### src/rtl/crtc_pkg.sv
package crtc_pkg;
    localparam int IDX_W = 4;
    localparam int NREG  = 1 << IDX_W;
    localparam int DW    = 8;
    localparam int HW    = 8;
    localparam int HSE_W = 5;
    localparam int VW    = 11;
    localparam int VSE_W = 4;
    localparam int SAW   = 20;

    localparam int RI_HTOT  = 0;
    localparam int RI_HDE   = 1;
    localparam int RI_HSS   = 2;
    localparam int RI_HSE   = 3;
    localparam int RI_VTOT  = 4;
    localparam int RI_VDE   = 5;
    localparam int RI_VSS   = 6;
    localparam int RI_VSE   = 7;
    localparam int RI_VBS   = 8;
    localparam int RI_VOVF  = 9;
    localparam int RI_VEXT  = 10;
    localparam int RI_SCAN  = 11;
    localparam int RI_SALO  = 12;
    localparam int RI_SAHI  = 13;
    localparam int RI_SA16  = 14;
    localparam int RI_SATOP = 15;

    typedef struct packed {
        logic [HW-1:0]    htot;
        logic [HW-1:0]    hde;
        logic [HW-1:0]    hss;
        logic [HSE_W-1:0] hse;
        logic [VW-1:0]    vtot;
        logic [VW-1:0]    vde;
        logic [VW-1:0]    vss;
        logic [VW-1:0]    vbs;
        logic [VSE_W-1:0] vse;
        logic             dbl;
        logic [SAW-1:0]   start;
    } timing_t;

    typedef enum logic [1:0] {
        V_DISP  = 2'd0,
        V_GAP   = 2'd1,
        V_BLANK = 2'd2
    } vstate_t;
endpackage

### src/rtl/crtc_regfile.sv
module crtc_regfile
    import crtc_pkg::*;
#(
    parameter int IW = IDX_W,
    parameter int NR = NREG,
    parameter int W  = DW
) (
    input  logic                clk,
    input  logic                rst_n,
    input  logic                wr,
    input  logic                sel,
    input  logic [W-1:0]        wdata,
    output logic [W-1:0]        rdata,
    output logic [NR-1:0][W-1:0] regs
);
    logic [IW-1:0] idx_q;

    // index port
    always_ff @(posedge clk or negedge rst_n) begin
        if (!rst_n)
            idx_q <= '0;
        else if (wr && !sel)
            idx_q <= wdata[IW-1:0];
    end

    // data registers, one per index
    for (genvar g = 0; g < NR; g++) begin : g_reg
        always_ff @(posedge clk or negedge rst_n) begin
            if (!rst_n)
                regs[g] <= '0;
            else if (wr && sel && (idx_q == IW'(g)))
                regs[g] <= wdata;
        end
    end

    assign rdata = regs[idx_q];
endmodule

### src/rtl/crtc_field_join.sv
module crtc_field_join
    import crtc_pkg::*;
(
    input  logic [NREG-1:0][DW-1:0] regs,
    output timing_t                 tcfg
);
    logic [DW-1:0] ovf, ext, scan, s16, stop;
    logic          unused_bits;

    assign ovf  = regs[RI_VOVF];
    assign ext  = regs[RI_VEXT];
    assign scan = regs[RI_SCAN];
    assign s16  = regs[RI_SA16];
    assign stop = regs[RI_SATOP];

    always_comb begin
        tcfg.htot  = regs[RI_HTOT];
        tcfg.hde   = regs[RI_HDE];
        tcfg.hss   = regs[RI_HSS];
        tcfg.hse   = regs[RI_HSE][HSE_W-1:0];
        tcfg.vtot  = {ext[7], ovf[5], ovf[0], regs[RI_VTOT]};
        tcfg.vde   = {ext[4], ovf[6], ovf[1], regs[RI_VDE]};
        tcfg.vss   = {ext[5], ovf[7], ovf[2], regs[RI_VSS]};
        tcfg.vbs   = {ext[6], scan[5], ovf[3], regs[RI_VBS]};
        tcfg.vse   = regs[RI_VSE][VSE_W-1:0];
        tcfg.dbl   = scan[7];
        tcfg.start = {stop[2:0], s16[5], regs[RI_SAHI], regs[RI_SALO]};
    end

    assign unused_bits = ^{ext[3:0], ovf[4], scan[6], scan[4:0], s16[7:6],
                           s16[4:0], stop[7:3], regs[RI_HSE][DW-1:HSE_W],
                           regs[RI_VSE][DW-1:VSE_W]};
endmodule

### src/rtl/crtc_raster.sv
module crtc_raster
    import crtc_pkg::*;
(
    input  logic           clk,
    input  logic           rst_n,
    input  timing_t        cfg,
    output logic           hsync_o,
    output logic           vsync_o,
    output logic           hblank_o,
    output logic           vblank_o,
    output logic           de_o,
    output logic [SAW-1:0] start_o,
    output logic [HW-1:0]  hcnt_o,
    output logic [VW-1:0]  vcnt_o
);
    logic [HW-1:0]  hcnt, h_nx;
    logic [VW-1:0]  vcnt, v_nx;
    logic           hs_q, hs_nx, vs_q, vs_nx, scan_q, scan_nx;
    logic           line_end, line_step;
    vstate_t        st, st_nx;
    logic [SAW-1:0] sa_q, sa_nx;

    // state register
    always_ff @(posedge clk or negedge rst_n) begin
        if (!rst_n) begin
            hcnt   <= '0;
            vcnt   <= '0;
            hs_q   <= 1'b0;
            vs_q   <= 1'b0;
            scan_q <= 1'b0;
            st     <= V_DISP;
            sa_q   <= '0;
        end else begin
            hcnt   <= h_nx;
            vcnt   <= v_nx;
            hs_q   <= hs_nx;
            vs_q   <= vs_nx;
            scan_q <= scan_nx;
            st     <= st_nx;
            sa_q   <= sa_nx;
        end
    end

    // next state
    always_comb begin
        line_end = (hcnt == cfg.htot);
        h_nx     = line_end ? '0 : hcnt + 1'b1;
        hs_nx    = hs_q;
        if (h_nx == cfg.hss)
            hs_nx = 1'b1;
        else if (h_nx[HSE_W-1:0] == cfg.hse)
            hs_nx = 1'b0;

        scan_nx   = cfg.dbl ? (scan_q ^ line_end) : 1'b0;
        line_step = line_end && (!cfg.dbl || scan_q);

        v_nx  = vcnt;
        vs_nx = vs_q;
        st_nx = st;
        sa_nx = sa_q;
        if (line_step) begin
            v_nx = (vcnt == cfg.vtot) ? '0 : vcnt + 1'b1;
            if (v_nx == cfg.vss)
                vs_nx = 1'b1;
            else if (v_nx[VSE_W-1:0] == cfg.vse)
                vs_nx = 1'b0;

            unique case (st)
                V_DISP: begin
                    if (v_nx >= cfg.vbs)     st_nx = V_BLANK;
                    else if (v_nx > cfg.vde) st_nx = V_GAP;
                end
                V_GAP: begin
                    if (v_nx >= cfg.vbs)       st_nx = V_BLANK;
                    else if (v_nx <= cfg.vde)  st_nx = V_DISP;
                end
                V_BLANK: begin
                    if (v_nx < cfg.vbs)
                        st_nx = (v_nx > cfg.vde) ? V_GAP : V_DISP;
                end
                default: st_nx = V_DISP;
            endcase

            if (st_nx == V_BLANK && st != V_BLANK)
                sa_nx = cfg.start;
        end
    end

    // outputs
    always_comb begin
        hblank_o = (hcnt > cfg.hde);
        vblank_o = (st == V_BLANK);
        de_o     = !hblank_o && (st == V_DISP);
        hsync_o  = hs_q;
        vsync_o  = vs_q;
        start_o  = sa_q;
        hcnt_o   = hcnt;
        vcnt_o   = vcnt;
    end
endmodule

### src/rtl/crtc_timing_gen.sv
module crtc_timing_gen
    import crtc_pkg::*;
(
    input  logic           clk,
    input  logic           rst_n,
    input  logic           cfg_wr,
    input  logic           cfg_sel,
    input  logic [7:0]     cfg_wdata,
    output logic [7:0]     cfg_rdata,
    output logic           hsync_o,
    output logic           vsync_o,
    output logic           hblank_o,
    output logic           vblank_o,
    output logic           de_o,
    output logic [19:0]    start_addr_o
);
    logic [NREG-1:0][DW-1:0] regs_w;
    timing_t                 tcfg;
    logic [HW-1:0]           hcnt_w;
    logic [VW-1:0]           vcnt_w;

    crtc_regfile u_regs (
        .clk   (clk),
        .rst_n (rst_n),
        .wr    (cfg_wr),
        .sel   (cfg_sel),
        .wdata (cfg_wdata),
        .rdata (cfg_rdata),
        .regs  (regs_w)
    );

    crtc_field_join u_join (
        .regs (regs_w),
        .tcfg (tcfg)
    );

    crtc_raster u_raster (
        .clk      (clk),
        .rst_n    (rst_n),
        .cfg      (tcfg),
        .hsync_o  (hsync_o),
        .vsync_o  (vsync_o),
        .hblank_o (hblank_o),
        .vblank_o (vblank_o),
        .de_o     (de_o),
        .start_o  (start_addr_o),
        .hcnt_o   (hcnt_w),
        .vcnt_o   (vcnt_w)
    );
endmodule

### config.mk
export PLATFORM = sky130hd
export DESIGN_NAME = crtc_timing_gen
export DESIGN_NICKNAME = d
export VERILOG_FILES = /design/src/rtl/crtc_pkg.sv /design/src/rtl/crtc_regfile.sv /design/src/rtl/crtc_field_join.sv /design/src/rtl/crtc_raster.sv /design/src/rtl/crtc_timing_gen.sv
export SDC_FILE = /design/constraint.sdc
export NUM_CORES = 1
export LEC_CHECK = 0
export BUFFER_PORTS_ARGS = -buffer_cell sky130_fd_sc_hd__buf_2
export CAP_MARGIN = 5
export CORE_ASPECT_RATIO = 1.1
export CORE_MARGIN = 2
export CORE_UTILIZATION = 65
export CTS_BUF_LIST = sky130_fd_sc_hd__clkbuf_16
export DETAILED_ROUTE_END_ITERATION = 12
export PLACE_DENSITY = 0.84
export SLEW_MARGIN = 20
export SYNTH_ARGS = -nofsm -noshare
export SYNTH_HDL_FRONTEND = slang
export SYNTH_SLANG_ARGS = --single-unit
### constraint.sdc
create_clock -name clk -period 6.95 [get_ports clk]
set_clock_uncertainty 0.05 [all_clocks]
set_input_delay 0.695 -clock clk [delete_from_list [all_inputs] [get_ports clk]]
set_output_delay 0.695 -clock clk [all_outputs]
set_load 0.02 [all_outputs]
Word level (Yosys, flattened, before mapping)
Cells that the tools add are included.
Cells by class
  add/subtract/negate cells: 2
  magnitude comparators: 6
  equality and inequality tests: 25
  multiplexer cells: 17
  bitwise operators: 1
  reductions and logical operators: 31
Operators by type and width (number)
  binary-select mux 8 bit (select 4 bit): 1
  == test 4 bit, second input constant: 8
  == test 11 bit: 2
  logical AND 1 bit: 21
  == test 4 x 3 -> 1 bit, second input constant: 4
  == test 8 bit: 2
  2-to-1 mux 8 bit: 2
  2-to-1 mux 2 bit: 6
  adder 11 x 1 -> 11 bit, second input constant: 1
  greater-or-equal comparator 11 bit: 1
  > comparator 11 bit: 1
  <= comparator 11 bit: 1
  less-than comparator 11 bit: 1
  2-to-1 mux 11 bit: 1
  adder 8 x 1 -> 8 bit, second input constant: 1
  == test 4 x 2 -> 1 bit, second input constant: 2
  > comparator 8 bit: 1
  2-to-1 mux 1 bit: 6
  case mux 2 bit (3 select lines): 1
  == test 5 bit: 1
  less-than comparator 4 x 5 -> 1 bit, second input constant: 1
  == test 2 bit, second input constant: 2
  == test 4 x 1 -> 1 bit, second input constant: 1
  == test 4 bit: 1
  9 further kinds: 13
Storage, ports and cells
  register bits: 176
  input bits: 12

Longest topological paths before layout
Gate-level depths: netlist (run 1).
  depth in word-level cells: 10
  gate-level depth with buffers: 15
  depth with buffers taken out: 12

By module
From an unflattened synthesis (run 1), not the netlist that was laid out.
Second synthesis, totals
  cell total of the unflattened synthesis: 814
  area total of the unflattened synthesis: 10055.9 um^2
By module, submodules not included
  crtc_regfile: instances 1, cells each 372, area an instance 5977.0 um^2
  crtc_raster: instances 1, cells each 344, area an instance 3343.2 um^2
  crtc_field_join: instances 1, cells each 98, area an instance 735.7 um^2

Worst setup path before layout (run 1)
No wires, ideal clock.
  kind: register to register
  from: register u_raster.vcnt[6] (netlist: u_raster.vcnt_o[6])
  to: register u_raster.sa_q[0] (netlist: u_raster.start_o[0])
  setup time: 0.125 ns
  arrival time: 3.190 ns
  data required time: 6.775 ns
  setup slack: 3.584 ns
  stages on the path, launching flop included: 15
  buffers on the path: 3
  clock period less this slack: 3.366 ns
  path through: dfrtp_1 clkbuf_1 xnor2_1 nand3_1 nor3_2 clkbuf_1 nor2_1 ha_1 a21boi_1 o21ai_1 a21oi_1 o221ai_1 or3_4 buf_6 mux2_4
Between the ends
  longest elaborated chain between the ends: 10
  elaborated cells between the ends (all ways): 18
Ends and longest elaborated chain
  start: declaration: line crtc_raster.sv:17  | logic [VW-1:0] vcnt, v_nx;
  start signal: assignment: line crtc_raster.sv:35  | vcnt <= v_nx;
  adder 11 x 1 -> 11 bit or == test 11 bit (tied branches): line crtc_raster.sv:62  | v_nx = (vcnt == cfg.vtot) ? '0 : vcnt + 1'b1;
  2-to-1 mux 11 bit *: line crtc_raster.sv:62
  > comparator 11 bit or <= comparator 11 bit (tied branches): line crtc_raster.sv:71, crtc_raster.sv:79, crtc_raster.sv:75
  2-to-1 mux 1 bit, or another cell as far along: line crtc_raster.sv:79  | st_nx = (v_nx > cfg.vde) ? V_GAP : V_DISP;
  2-to-1 mux 2 bit, on equally long branches: line crtc_raster.sv:78, crtc_raster.sv:70, crtc_raster.sv:74
  case mux 2 bit (3 select lines) *: line crtc_raster.sv:68  | unique case (st)
  2-to-1 mux 2 bit *: line crtc_raster.sv:61  | if (line_step) begin
  == test 2 bit *: line crtc_raster.sv:84  | if (st_nx == V_BLANK && st != V_BLANK)
  logical AND 1 bit *: line crtc_raster.sv:84
  AND reduction 2 bit (no source line) *
  end signal: assignment: line crtc_raster.sv:40  | sa_q <= sa_nx;
  end: declaration: line crtc_raster.sv:21  | logic [SAW-1:0] sa_q, sa_nx;
Mark *: on every way between the ends. The rest lies on a longest branch, timed or not. The select of a mux whose other input is x is not followed.
A chain may end at the register's enable or synchronous reset.

Worst setup path in the final report (run 1)
  from: register u_raster.vcnt[2] (netlist: u_raster.vcnt_o[2])
  to: register u_raster.sa_q[18] (netlist: u_raster.start_o[18])
The elaborated chain is that of the path after synthesis.

==> results by group, run 1 <==
Yosys
  – Synth Area in Compound Gates: under 10%
  – Post-Synth Simple-Gate Area: between 8 and 9%
  – Post-synthesis async set-or-reset flop share: 100%
  – Cell variety after synth: between 50 and 60
  – Net Count, Synth: 798
  – Post-synthesis register bit count: between 150 and 200
  – Mux contribution to synthesized area: between 20% and 30%
  – Adder-cell area share of the yosys netlist: roughly 4.3%
  – Yosys warns: 0
  – Syn Inst Count: between 700 and 800
  – XOR/XNOR share of the synthesized area: between 4 and 5%
  – Synthesized area per cell: roughly 12 um^2
  – Top FF cell, synth: dfrtp_1
  – Largest family of logic cells by synthesized area: multiplexers
  – Sequential-to-total area share from yosys stat: 47.0%
  – Post-Syn Area: around 9400 um^2
  – Number of synthesized flops with an enable pin: 0

CTS
  – H-tree depth: 4
  – Num CTS Buffers: 17
  – Post CTS Setup Buffer Count: 0
  – Clk_lat worst skew: ~0.44 ns
  – Number of clock sinks: approximately 180
  – CTS tree: built
  – Hold Buf Count CTS: 0
  – Post-CTS resize count: 0
  – Clk slew on worst S/H paths: approximately 0.070 ns
  – CTS Root Cell: clkbuf_16
  – Longest Clk Path Bufs: 2

Placement
  – Place WS: around 2.9 ns
  – Routability cong.: around 0.9
  – Placed cell area: a little under 10,000 um^2
  – Placed insts: between 900 and 1,000
  – Count of input and output buffers: 44
  – Post-detail-place hpwl: between 15 and 20 mm

Critical path
  – CP arrival: approximately 4.1 ns
  – CP startpoint kind: flop
  – Worst path required time: ~7.2 ns
  – Max stage delay on crit path: between 0.6 and 0.7 ns
  – Critical path class: flop to flop
  – Most frequent CP cell: nand4_1
  – CP endpoint kind: flop
  – Crit-path slowest cell: nor3_4
  – Critical path peak fanout: 20
  – CP Cell Sequence: xnor2_1 -> nand4_1 -> nor3_4 -> nor2_1 -> ha_1 -> a21oi_1 -> nor2b_1 -> o21ai_0 -> nand4_1 -> o221ai_1 -> or3_4 -> mux2_4

Layout
  – Commonest cells after routing, fill and taps aside: dfrtp_1 (174), mux2_2 (100), nand2_1 (62)
  – Area Overhead vs Synth: 10.2%
  – Multi-input gate area: about 4700 um^2
  – Final cell count without fillers: approximately 1,000
  – Final-layout fill cell count: 936
  – Layout Utilization: just over 70%
  – Post-route cell area: about 10,000 um^2
  – Diodes inserted: 0
  – Layout cells sized above 1: 30.9%
  – NumNets Final: between 800 and 900
  – FF+latch area: between 4000 and 5000 um^2
  – Commonest non-fill, non-tap cell in the layout: dfrtp_1

Route
  – Vias/cell: between 6 and 7
  – Vias: 6,582
  – Routed wire length: ~25 mm
  – Antenna viol nets, final: 0
  – First DRT Iteration DRCs: approximately 800
  – Drc violations: 0
  – First-pass detailed-route iteration total: 5
  – WL/cell: roughly 25 um

Timing
  – Slew Limit Fails: 0
  – Worst slew margin: between 30% and 40%
  – Tcrit/Tclk final: a little over half
  – RSZ-0062 raised after global routing: no
  – Hold Fails Final Rpt: 0
  – Setup ws final: ~3.1 ns
  – Maximum achievable frequency: between 200 and 300 MHz
  – Setup TNS: 0 ns
  – Hold_ws: between 0.3 and 0.4 ns
  – Min cycle time layout: ~3.8 ns
  – Worst-Margin Slew: 0.964 ns
  – Setup violations, final: 0

Power and ir drop
  – VDD IR max: approximately 210 uV
  – LEAKAGE: 4.83 nW
  – Power Total: between 4 and 5 mW
  – Power per standard cell area: slightly above 400 nW/um^2

Global route
  – Overflow after GRT: 0
  – Gr usage total: about a third
  – Largest net degree at the start of global routing: 102
  – Initial antenna violation count: 0
  – Global-route wire length before repair: a little under 40 mm
  – Vias in the first global route: 6,728

Min path
  – Worst hold-check path type: input pin to asynchronous set/reset pin

Floorplan
  – Die X: roughly 120 um
  – CORE AREA: ~14,000 um^2
  – Die Y: between 100 and 150 um
  – FP Rows: 46
  – Top Ports: 45
  – Total Die Area: approximately 15,000 um^2
  – Initial core utilization: around two thirds

Flow run
  – Max-cap violations: 0

Outcome
  – Status: completed
==> area by class of cell <==
type	count	area share, %
clock buffer	17	4.12
clock inverter	15	1.85
inverter	35	1.27
multi-input combinational	507	45.5
sequential	176	42.7
tap	192	2.32
timing repair buffer	45	2.26
==> final timing paths <==
| check | startpoint | end | slack [ns] | cells after the start |
|---|---|---|---|---|
| worst min-delay path | rst_n | u_raster.hcnt_o[1] | 0.32 | 1 |
| worst min register to register | u_raster.vsync_o | u_raster.vsync_o | 0.44 | 1 |
| worst max register to register | u_raster.vcnt_o[2] | u_raster.start_o[18] | 3.15 | 12 |
| max in group asynchronous | rst_n | u_regs.idx_q[1] | 4.92 | 2 |
| min in group clk | u_raster.vsync_o | u_raster.vsync_o | 0.44 | 1 |
| worst max-delay path | u_raster.vcnt_o[2] | u_raster.start_o[18] | 3.15 | 12 |
==> flip-flops by register name (all words and copies together), names as in the netlist <==
register	count
u_raster.st	2
u_raster.vsync_o	1
u_raster.hsync_o	1
u_raster.vcnt_o	11
u_raster.hcnt_o	8
u_regs.regs	128
u_regs.idx_q	4
u_raster.start_o	20
u_raster.scan_q	1
==> synthesized netlist by cell type (3+ instances only) <==
| master | n | area [um^2] |
|---|---|---|
| o21a_1 | 4 | 30.0 |
| xnor2_1 | 25 | 219 |
| a2111oi_0 | 3 | 26.3 |
| and3_1 | 3 | 18.8 |
| nand4_1 | 12 | 75.1 |
| a21oi_1 | 10 | 50.1 |
| o21ai_0 | 22 | 110 |
| inv_1 | 35 | 131 |
| a31oi_1 | 4 | 25.0 |
| a21o_1 | 6 | 45.0 |
| mux2_1 | 16 | 180 |
| o21ai_1 | 3 | 15.0 |
| nand3_1 | 11 | 55.1 |
| a22oi_1 | 3 | 22.5 |
| o22ai_1 | 3 | 18.8 |
| nand2_1 | 62 | 233 |
| nor3_1 | 10 | 50.1 |
| dfrtp_1 | 176 | 4400 |
| buf_1 | 9 | 33.8 |
| xor2_1 | 23 | 201 |
| nand2b_1 | 7 | 43.8 |
| mux4_2 | 40 | 901 |
| clkbuf_1 | 22 | 82.6 |
| nor2b_1 | 8 | 50.1 |
| mux2_4 | 20 | 300 |
| mux2_2 | 100 | 1130 |
| nor4_2 | 3 | 37.5 |
| ha_1 | 32 | 400 |
| nor2_1 | 42 | 158 |
| o32ai_1 | 3 | 26.3 |
==> critical path, delay by kind of cell, from the launching register on <==
| kind | cells | cell delay, ns |
|---|---|---|
| AOI/OAI and AO/OA | 3 | 0.60 |
| adders and majority gates | 1 | 0.34 |
| xor gates and xnor gates | 1 | 0.20 |
| muxes | 1 | 0.35 |
| DFF | 1 | 0.47 |
| and+or+nand+nor | 6 | 1.65 |
==> report_power, final <==
| part | internal, mW | leakage, nW | switching [mW] |
|---|---|---|---|
| clock | 0.551 | 0.306 | 0.454 |
| combinational | 0.737 | 2.28 | 0.746 |
| sequential | 1.36 | 2.25 | 0.416 |
==> layer usage <==
metal | vias to the layer above | track usage, % | wire length [um]
li1 | 2785 | - | -
met1 | 3422 | 45.0 | 9800
met2 | 315 | 55.7 | 12300
met3 | 60 | 6.12 | 1550
met4 | 0 | 15.0 | 952
met5 | - | 0 | 0
==> cells by family (layout without fill, tap and decap cells) <==
family,count (synthesis),after routing
AO/OA/AOI/OAI,78,78
XOR/XNOR,48,48
adder cells (fa/ha/maj),32,32
buffers and inverters,71,112
flip-flops,176,176
multiplexers,178,178
AND/OR/NAND/NOR,171,171
Note: power is estimated with default switching activity, not from simulation.
==> inputs of run 2 (changes only) <==
CORE_UTILIZATION = 56   (was 65)
PLACE_DENSITY = 0.77   (was 0.84)
clock period = 3.1 ns   (was 6.95 ns; I/O delays follow)
==> results by group, run 2 (synthesis results as in run 1) <==
Outcome
  – Status: complete, but fails checks
  – Violated checks: setup timing

Timing
  – Setup violations, final: 5 (+5)
  – Setup TNS: -0.0869 ns (-0.0869 ns)
  – Slew Limit Fails: 0 (unchanged)
  – Hold Fails Final Rpt: 0 (unchanged)
  – Worst-Margin Slew: 0.710 ns (-0.254 ns)
  – Hold_ws: 0.245 ns (-0.0767 ns)
  – Tcrit/Tclk final: 101% (+46 points)
  – Setup ws final: -0.0199 ns (-3.17 ns)
  – Maximum achievable frequency: 321 MHz (+22%)
  – Min cycle time layout: 3.12 ns (-0.683 ns)
  – RSZ-0062 raised after global routing: yes
  – Worst slew margin: 52.7% (+17 points)

Min path
  – Worst hold start: cfg_wdata[1]
  – Worst hold-check path type: input pin to flop
  – Hold depth: 3
  – Hold Path Sink: u_regs.regs[41]

CTS
  – CTS tree: built
  – Clk_lat worst skew: 0.44 ns (about the same)
  – H-tree depth: 4 (unchanged)
  – CTS Root Cell: clkbuf_16
  – Clk slew on worst S/H paths: 0.07 ns (about the same)
  – Num CTS Buffers: 17 (unchanged)
  – Number of clock sinks: 176 (unchanged)
  – Longest Clk Path Bufs: 2 (unchanged)

Critical path
  – Reg2Reg Depth: 12 (unchanged)
  – CP arrival: 3.39 ns (-0.69 ns)
  – Critical path class: flop to flop
  – Max stage delay on crit path: 0.42 ns (-0.19 ns)
  – Crit path max-delay family: simple AND/OR/NAND/NOR gates
  – Critical path peak fanout: 8 (-60%)
  – Reg2Reg Setup Slack: -0.02 ns (-3.17 ns)
  – Crit-path slowest cell: dfrtp_1
  – Crit path buf inv count: 1 (+1)
  – CP Cell Sequence: xnor2_1 -> nand3_1 -> nor3_4 -> buf_6 -> nor2_2 -> ha_1 -> nor2b_4 -> o21ai_1 -> nand4_1 -> o221ai_4 -> or3_4 -> mux2_4
  – Reg2reg start: u_raster.vcnt_o[6]
  – Worst path required time: 3.37 ns (-3.85 ns)
  – Reg2reg end: u_raster.start_o[16]
  – CP startpoint kind: flop
  – CP endpoint kind: flop

Placement
  – Placed insts: 1,025 (+7.3%)
  – Place WS: -0.113 ns (-3.03 ns)
  – Post-detail-place hpwl: 18.2 mm (+9.4%)
  – Routability cong.: 0.954 (+8.2%)
  – Count of input and output buffers: 44 (unchanged)
  – Placed cell area: 10,300 um^2 (+5.7%)

Power and ir drop
  – LEAKAGE: 5.17 nW (+6.9%)
  – VDD IR max: 516 uV (+150%)
  – Power Total: 9.60 mW (+130%)
  – Power per standard cell area: 877 nW/um^2 (+110%)

Route
  – Vias/cell: 6.30 (-5.5%)
  – Drc violations: 0 (unchanged)
  – Vias: 6,700 (+1.8%)
  – WL/cell: 23.8 um (-4.4%)
  – Routed wire length: 25.3 mm (+2.9%)
  – First DRT Iteration DRCs: 655 (-17%)
  – First-pass detailed-route iteration total: 5 (unchanged)
  – Antenna viol nets, final: 0 (unchanged)

Floorplan
  – FP Rows: 49 (+6.5%)
  – Total Die Area: 17,800 um^2 (+16%)
  – Top Ports: 45 (unchanged)
  – Initial core utilization: 57.3% (-8.4 points)
  – CORE AREA: 16,400 um^2 (+15%)
  – Die Y: 140 um (+7.5%)
  – Die X: 127 um (+7.5%)

Layout
  – Layout cells sized above 1: 37.6% (+6.7 points)
  – Final cell count without fillers: 1,063 (+7.7%)
  – Area Overhead vs Synth: 16.8%
  – Post-route cell area: 11,000 um^2 (+6.0%)
  – Max reg flops: 128 (unchanged)
  – Final-layout fill cell count: 1,183 (+26%)
  – Layout Utilization: 66.9% (-5.5 points)
  – NumNets Final: 889 (+7.6%)
  – Biggest register: u_regs.regs
  – Commonest cells after routing, fill and taps aside: dfrtp_1 (172), mux2_2 (100), nand2_1 (62)
  – Commonest non-fill, non-tap cell in the layout: dfrtp_1

Global route
  – Vias in the first global route: 7,022 (+4.4%)
  – Initial antenna violation count: 2 (+2)
  – Overflow after GRT: 0 (unchanged)
  – Gr usage total: 30.1% (-3.8 points)
  – Largest net degree at the start of global routing: 76 (-25%)
  – Global-route wire length before repair: 40.0 mm (+2.7%)

Flow run
  – Max-cap violations: 0 (unchanged)
## run 2: per-layer routing
metal / wire [um] / track usage [%] / vias to the layer above
met5: 13 / 0 / -
met4: 958 / 13.8 / 2
met1: 10100 / 38.3 / 3438
li1: - / - / 2916
met3: 1540 / 6.11 / 65
met2: 12800 / 49.6 / 279
## run 2: power by group
part | total [mW] | switching [mW] | internal (mW)
combinational | 3.54 | 1.74 | 1.81
sequential | 3.91 | 0.852 | 3.06
clock | 2.15 | 1.00 | 1.15
total | 9.60 | 3.59 | 6.01
## run 2: worst max path at each step
stage                       start                    to  cells after the start
2_1_floorplan  u_raster.vcnt_o[0]   u_raster.start_o[0]                     14
3_3_place_gp   u_raster.vcnt_o[0]   u_raster.start_o[4]                     13
3_5_place_dp      u_regs.regs[35]   u_raster.start_o[2]                     13
5_1_grt        u_raster.vcnt_o[6]  u_raster.start_o[13]                     12
4_1_cts        u_raster.vcnt_o[1]   u_raster.start_o[6]                     11
6_report       u_raster.vcnt_o[6]  u_raster.start_o[16]                     12
## run 2: layout make-up
class	count	area, um^2	share of cell area, %
antenna	1	2.50	0.0228
timing repair buffer	105	741	6.76
tap	204	255	2.33
sequential	176	4410	40.3
clock buffer	17	425	3.88
clock inverter	15	165	1.51
inverter	35	131	1.20
multi-input combinational	510	4820	44.0
## run 2: timing repair
action | 4_1_cts | 5_1_grt
hold buffers | 1 | 0
endpoints found under the setup margin | 20 | 20
gates cloned | 3 | 0
setup buffers | 1 | 1
endpoints found under the hold margin | 72 | 0
pin swaps | 4 | 4
resized for setup | 7 | 8
## run 2: worst min-delay path, stage by stage
cell,delay (ns)
buf_2,0.21
nand2_1,0.09
o21ai_0,0.07
==> inputs of run 3 (changes only) <==
CORE_ASPECT_RATIO = default   (was 1.1)
CORE_UTILIZATION = 58   (was 56)
CTS_BUF_LIST = sky130_fd_sc_hd__clkbuf_8   (was sky130_fd_sc_hd__clkbuf_16)
PLACE_DENSITY = 0.79   (was 0.77)
==> results by group, run 3 (synthesis results as in run 1) <==
Outcome
  – Status: complete, but fails checks
  – Violated checks: setup timing

Floorplan
  – FP Rows: 46 (-6.1%)
  – CORE AREA: 15,800 um^2 (-3.3%)
  – Die Y: 131 um (-6.1%)
  – Top Ports: 45 (unchanged)
  – Die X: 131 um (+3.0%)
  – Initial core utilization: 59.2% (+2.0 points)
  – Total Die Area: 17,200 um^2 (-3.4%)

Timing
  – Min cycle time layout: 3.13 ns (+0.0146 ns)
  – Worst-Margin Slew: 0.657 ns (-0.0522 ns)
  – Worst slew margin: 56.2% (+3.5 points)
  – Setup violations, final: 15 (+10)
  – Slew Limit Fails: 0 (unchanged)
  – Tcrit/Tclk final: 101% (+0.47 points)
  – Hold_ws: 0.224 ns (-0.0213 ns)
  – Setup ws final: -0.0344 ns (-0.0146 ns)
  – RSZ-0062 raised after global routing: yes
  – Hold Fails Final Rpt: 0 (unchanged)
  – Maximum achievable frequency: 319 MHz (-0.46%)

Route
  – Vias: 6,779 (+1.2%)
  – Routed metal-1 wirelength: 10.3 mm (+2.4%)
  – First-pass detailed-route iteration total: 6 (+1)
  – Met2 routed WL: 12.5 mm (-2.3%)
  – Antenna viol nets, final: 0 (unchanged)
  – WL/cell: 23.9 um (+0.30%)
  – Uppermost layer routed: met5
  – First DRT Iteration DRCs: 670 (+2.3%)
  – Routed wire length: 25.7 mm (+1.5%)
  – Routed met3 length: 1.89 mm (+23%)
  – Drc violations: 0 (unchanged)
  – Vias/cell: 6.30 (about the same)

Placement
  – Placed insts: 1,034 (+0.88%)
  – Post-detail-place hpwl: 18.3 mm (+0.55%)
  – Count of input and output buffers: 44 (unchanged)
  – Routability cong.: 0.971 (+1.8%)

Critical path
  – Reg2reg end: u_raster.start_o[8]
  – Reg2Reg Depth: 13 (+1)
  – Setup crit start: u_raster.vcnt_o[7]
  – CP startpoint kind: flop
  – Crit-path slowest cell: dfrtp_1
  – Critical path class: flop to flop
  – Critical path peak fanout: 6 (-2)
  – Reg2reg start: u_raster.vcnt_o[7]
  – CP arrival: 3.45 ns (+0.06 ns)
  – Max stage delay on crit path: 0.41 ns (about the same)
  – Worst path required time: 3.42 ns (+0.05 ns)
  – CP endpoint kind: flop
  – CP Cell Sequence: xnor2_1 -> nand4_1 -> nor3_4 -> buf_4 -> clkbuf_16 -> nor2_1 -> ha_1 -> o21ai_1 -> a21oi_2 -> o221ai_4 -> buf_12 -> or3_4 -> mux2_4
  – Reg2Reg Setup Slack: -0.03 ns (about the same)

CTS
  – CTS tree: built
  – Number of clock sinks: 176 (unchanged)
  – CTS Root Cell: clkbuf_8
  – H-tree depth: 4 (unchanged)
  – Clk_lat worst skew: 0.47 ns (+0.03 ns)
  – Longest Clk Path Bufs: 2 (unchanged)
  – Clk slew on worst S/H paths: 0.11 ns (+0.04 ns)
  – Num CTS Buffers: 17 (unchanged)

Global route
  – Overflow after GRT: 0 (unchanged)
  – Largest net degree at the start of global routing: 63 (-17%)
  – Initial antenna violation count: 1 (-1)
  – Gr usage total: 30.7% (+0.61 points)
  – Vias in the first global route: 7,017 (-0.071%)
  – Global-route wire length before repair: 40.0 mm (+0.16%)

Min path
  – Worst hold-check path type: input pin to flop
  – Worst hold start: cfg_wdata[5]
  – Hold depth: 3 (unchanged)
  – Hold Path Sink: u_regs.regs[93]

Layout
  – Final-layout fill cell count: 1,109 (-6.3%)
  – Commonest cells after routing, fill and taps aside: dfrtp_1 (173), mux2_2 (100), nand2_1 (62)
  – NumNets Final: 891 (+0.22%)
  – FF+latch area: 4410 um^2 (about the same)
  – Final cell count without fillers: 1,076 (+1.2%)
  – Layout cells sized above 1: 37.8% (+0.15 points)
  – Multi-input gate area: 4820 um^2 (unchanged)
  – Commonest non-fill, non-tap cell in the layout: dfrtp_1
  – Max reg flops: 128 (unchanged)
  – Area Overhead vs Synth: 15.4%
  – Diodes inserted: 0 (-1)
  – Biggest register: u_regs.regs

Power and ir drop
  – Net Switching: 3.60 mW (+0.28%)
  – Logic gate share of total power: 39.3% (+2.4 points)
  – Flop pwr share: 43.1% (+2.4 points)
  – VDD IR max: 362 uV (-30%)
  – LEAKAGE: 5.09 nW (-1.5%)
  – Power per standard cell area: 839 nW/um^2 (-4.3%)
  – Power share of the clock group: 17.5% (-4.9 points)
  – Sw Ratio: 39.7% (+2.3 points)
  – Pint: 5.48 mW (-8.8%)

Flow run
  – Max-cap violations: 0 (unchanged)
## run 3: cell types whose count changed in the layout (fill, tap and decap cells not counted), sizes merged
cell and delta:
buf +1, bufinv -1, clkbuf +1, clkinv +1, clkinvlp -1, diode -1, inv +1
## run 3: area by class of cell
type,instances,area share (%)
Sequential cell,176,40.7
Inverter,35,1.21
Multi-Input combinational cell,510,44.6
Clock buffer,17,2.16
Tap cell,216,2.50
Timing Repair Buffer,107,7.34
Clock inverter,15,1.48
## run 3: timing repair
item / in CTS / in global routing
pin swaps: 4 / 7
hold endpoints to repair: 56 / 0
setup buffers: 1 / 4
cloned: 3 / 1
gates resized for setup: 7 / 6
endpoints found under the setup margin: 20 / 21
hold buffers: 1 / 0
## run 3: power groups by stage
stage / Clock, mW / Combinational (mW) / Sequential, mW
after floorplan: 0 / 2.57 / 3.55
after global placement: 0 / 3.31 / 3.85
after detailed placement: 0 / 3.46 / 3.92
after CTS: 1.61 / 3.50 / 3.88
after global routing: 1.71 / 3.86 / 3.97
final: 1.59 / 3.57 / 3.92
## run 3: critical path, delay by kind of cell, from the launching register on
kind | cells | cell delay (ns)
flops | 1 | 0.41
xor+xnor | 1 | 0.21
compound gates | 3 | 0.36
mux | 1 | 0.32
simple gates | 4 | 0.91
fa+ha+maj | 1 | 0.29
buf+inv | 3 | 0.47
## run 3: worst max-delay path by stage
| stage | to | slack (ns) | depth (start not counted) |
|---|---|---|---|
| 4_1_cts | u_raster.start_o[8] | 0.01 | 12 |
| 3_5_place_dp | u_raster.start_o[13] | -0.08 | 11 |
| 6_report | u_raster.start_o[8] | -0.03 | 13 |
| 5_1_grt | u_raster.start_o[0] | -0.12 | 13 |
| 3_3_place_gp | u_raster.start_o[12] | 0.01 | 11 |
| 2_1_floorplan | u_raster.start_o[0] | -0.009 | 14 |
## run 3: stage by stage
| step | worst slack [ns] | area, um^2 | total power, mW | setup TNS (ns) | util (%) |
|---|---|---|---|---|---|
| 2_1_floorplan | -0.00889 | 9460 | 6.12 | -0.178 | - |
| 3_3_place_gp | 0.0141 | 10300 | 7.15 | 0 | 64.8 |
| 3_5_place_dp | -0.0822 | 10300 | 7.37 | -1.43 | 64.8 |
| 4_1_cts | 0.00963 | 10700 | 8.98 | 0 | 67.7 |
| 5_1_grt | -0.123 | 10800 | 9.54 | -1.91 | 68.4 |
| 6_report | -0.0344 | 10800 | 9.08 | -0.322 | 68.4 |
## run 3: per-layer routing
layer / GRT usage (%) / up-vias
met5: 0 / -
met1: 39.4 / 3439
met4: 13.2 / 2
met3: 7.95 / 76
li1: - / 2920
met2: 49.8 / 342
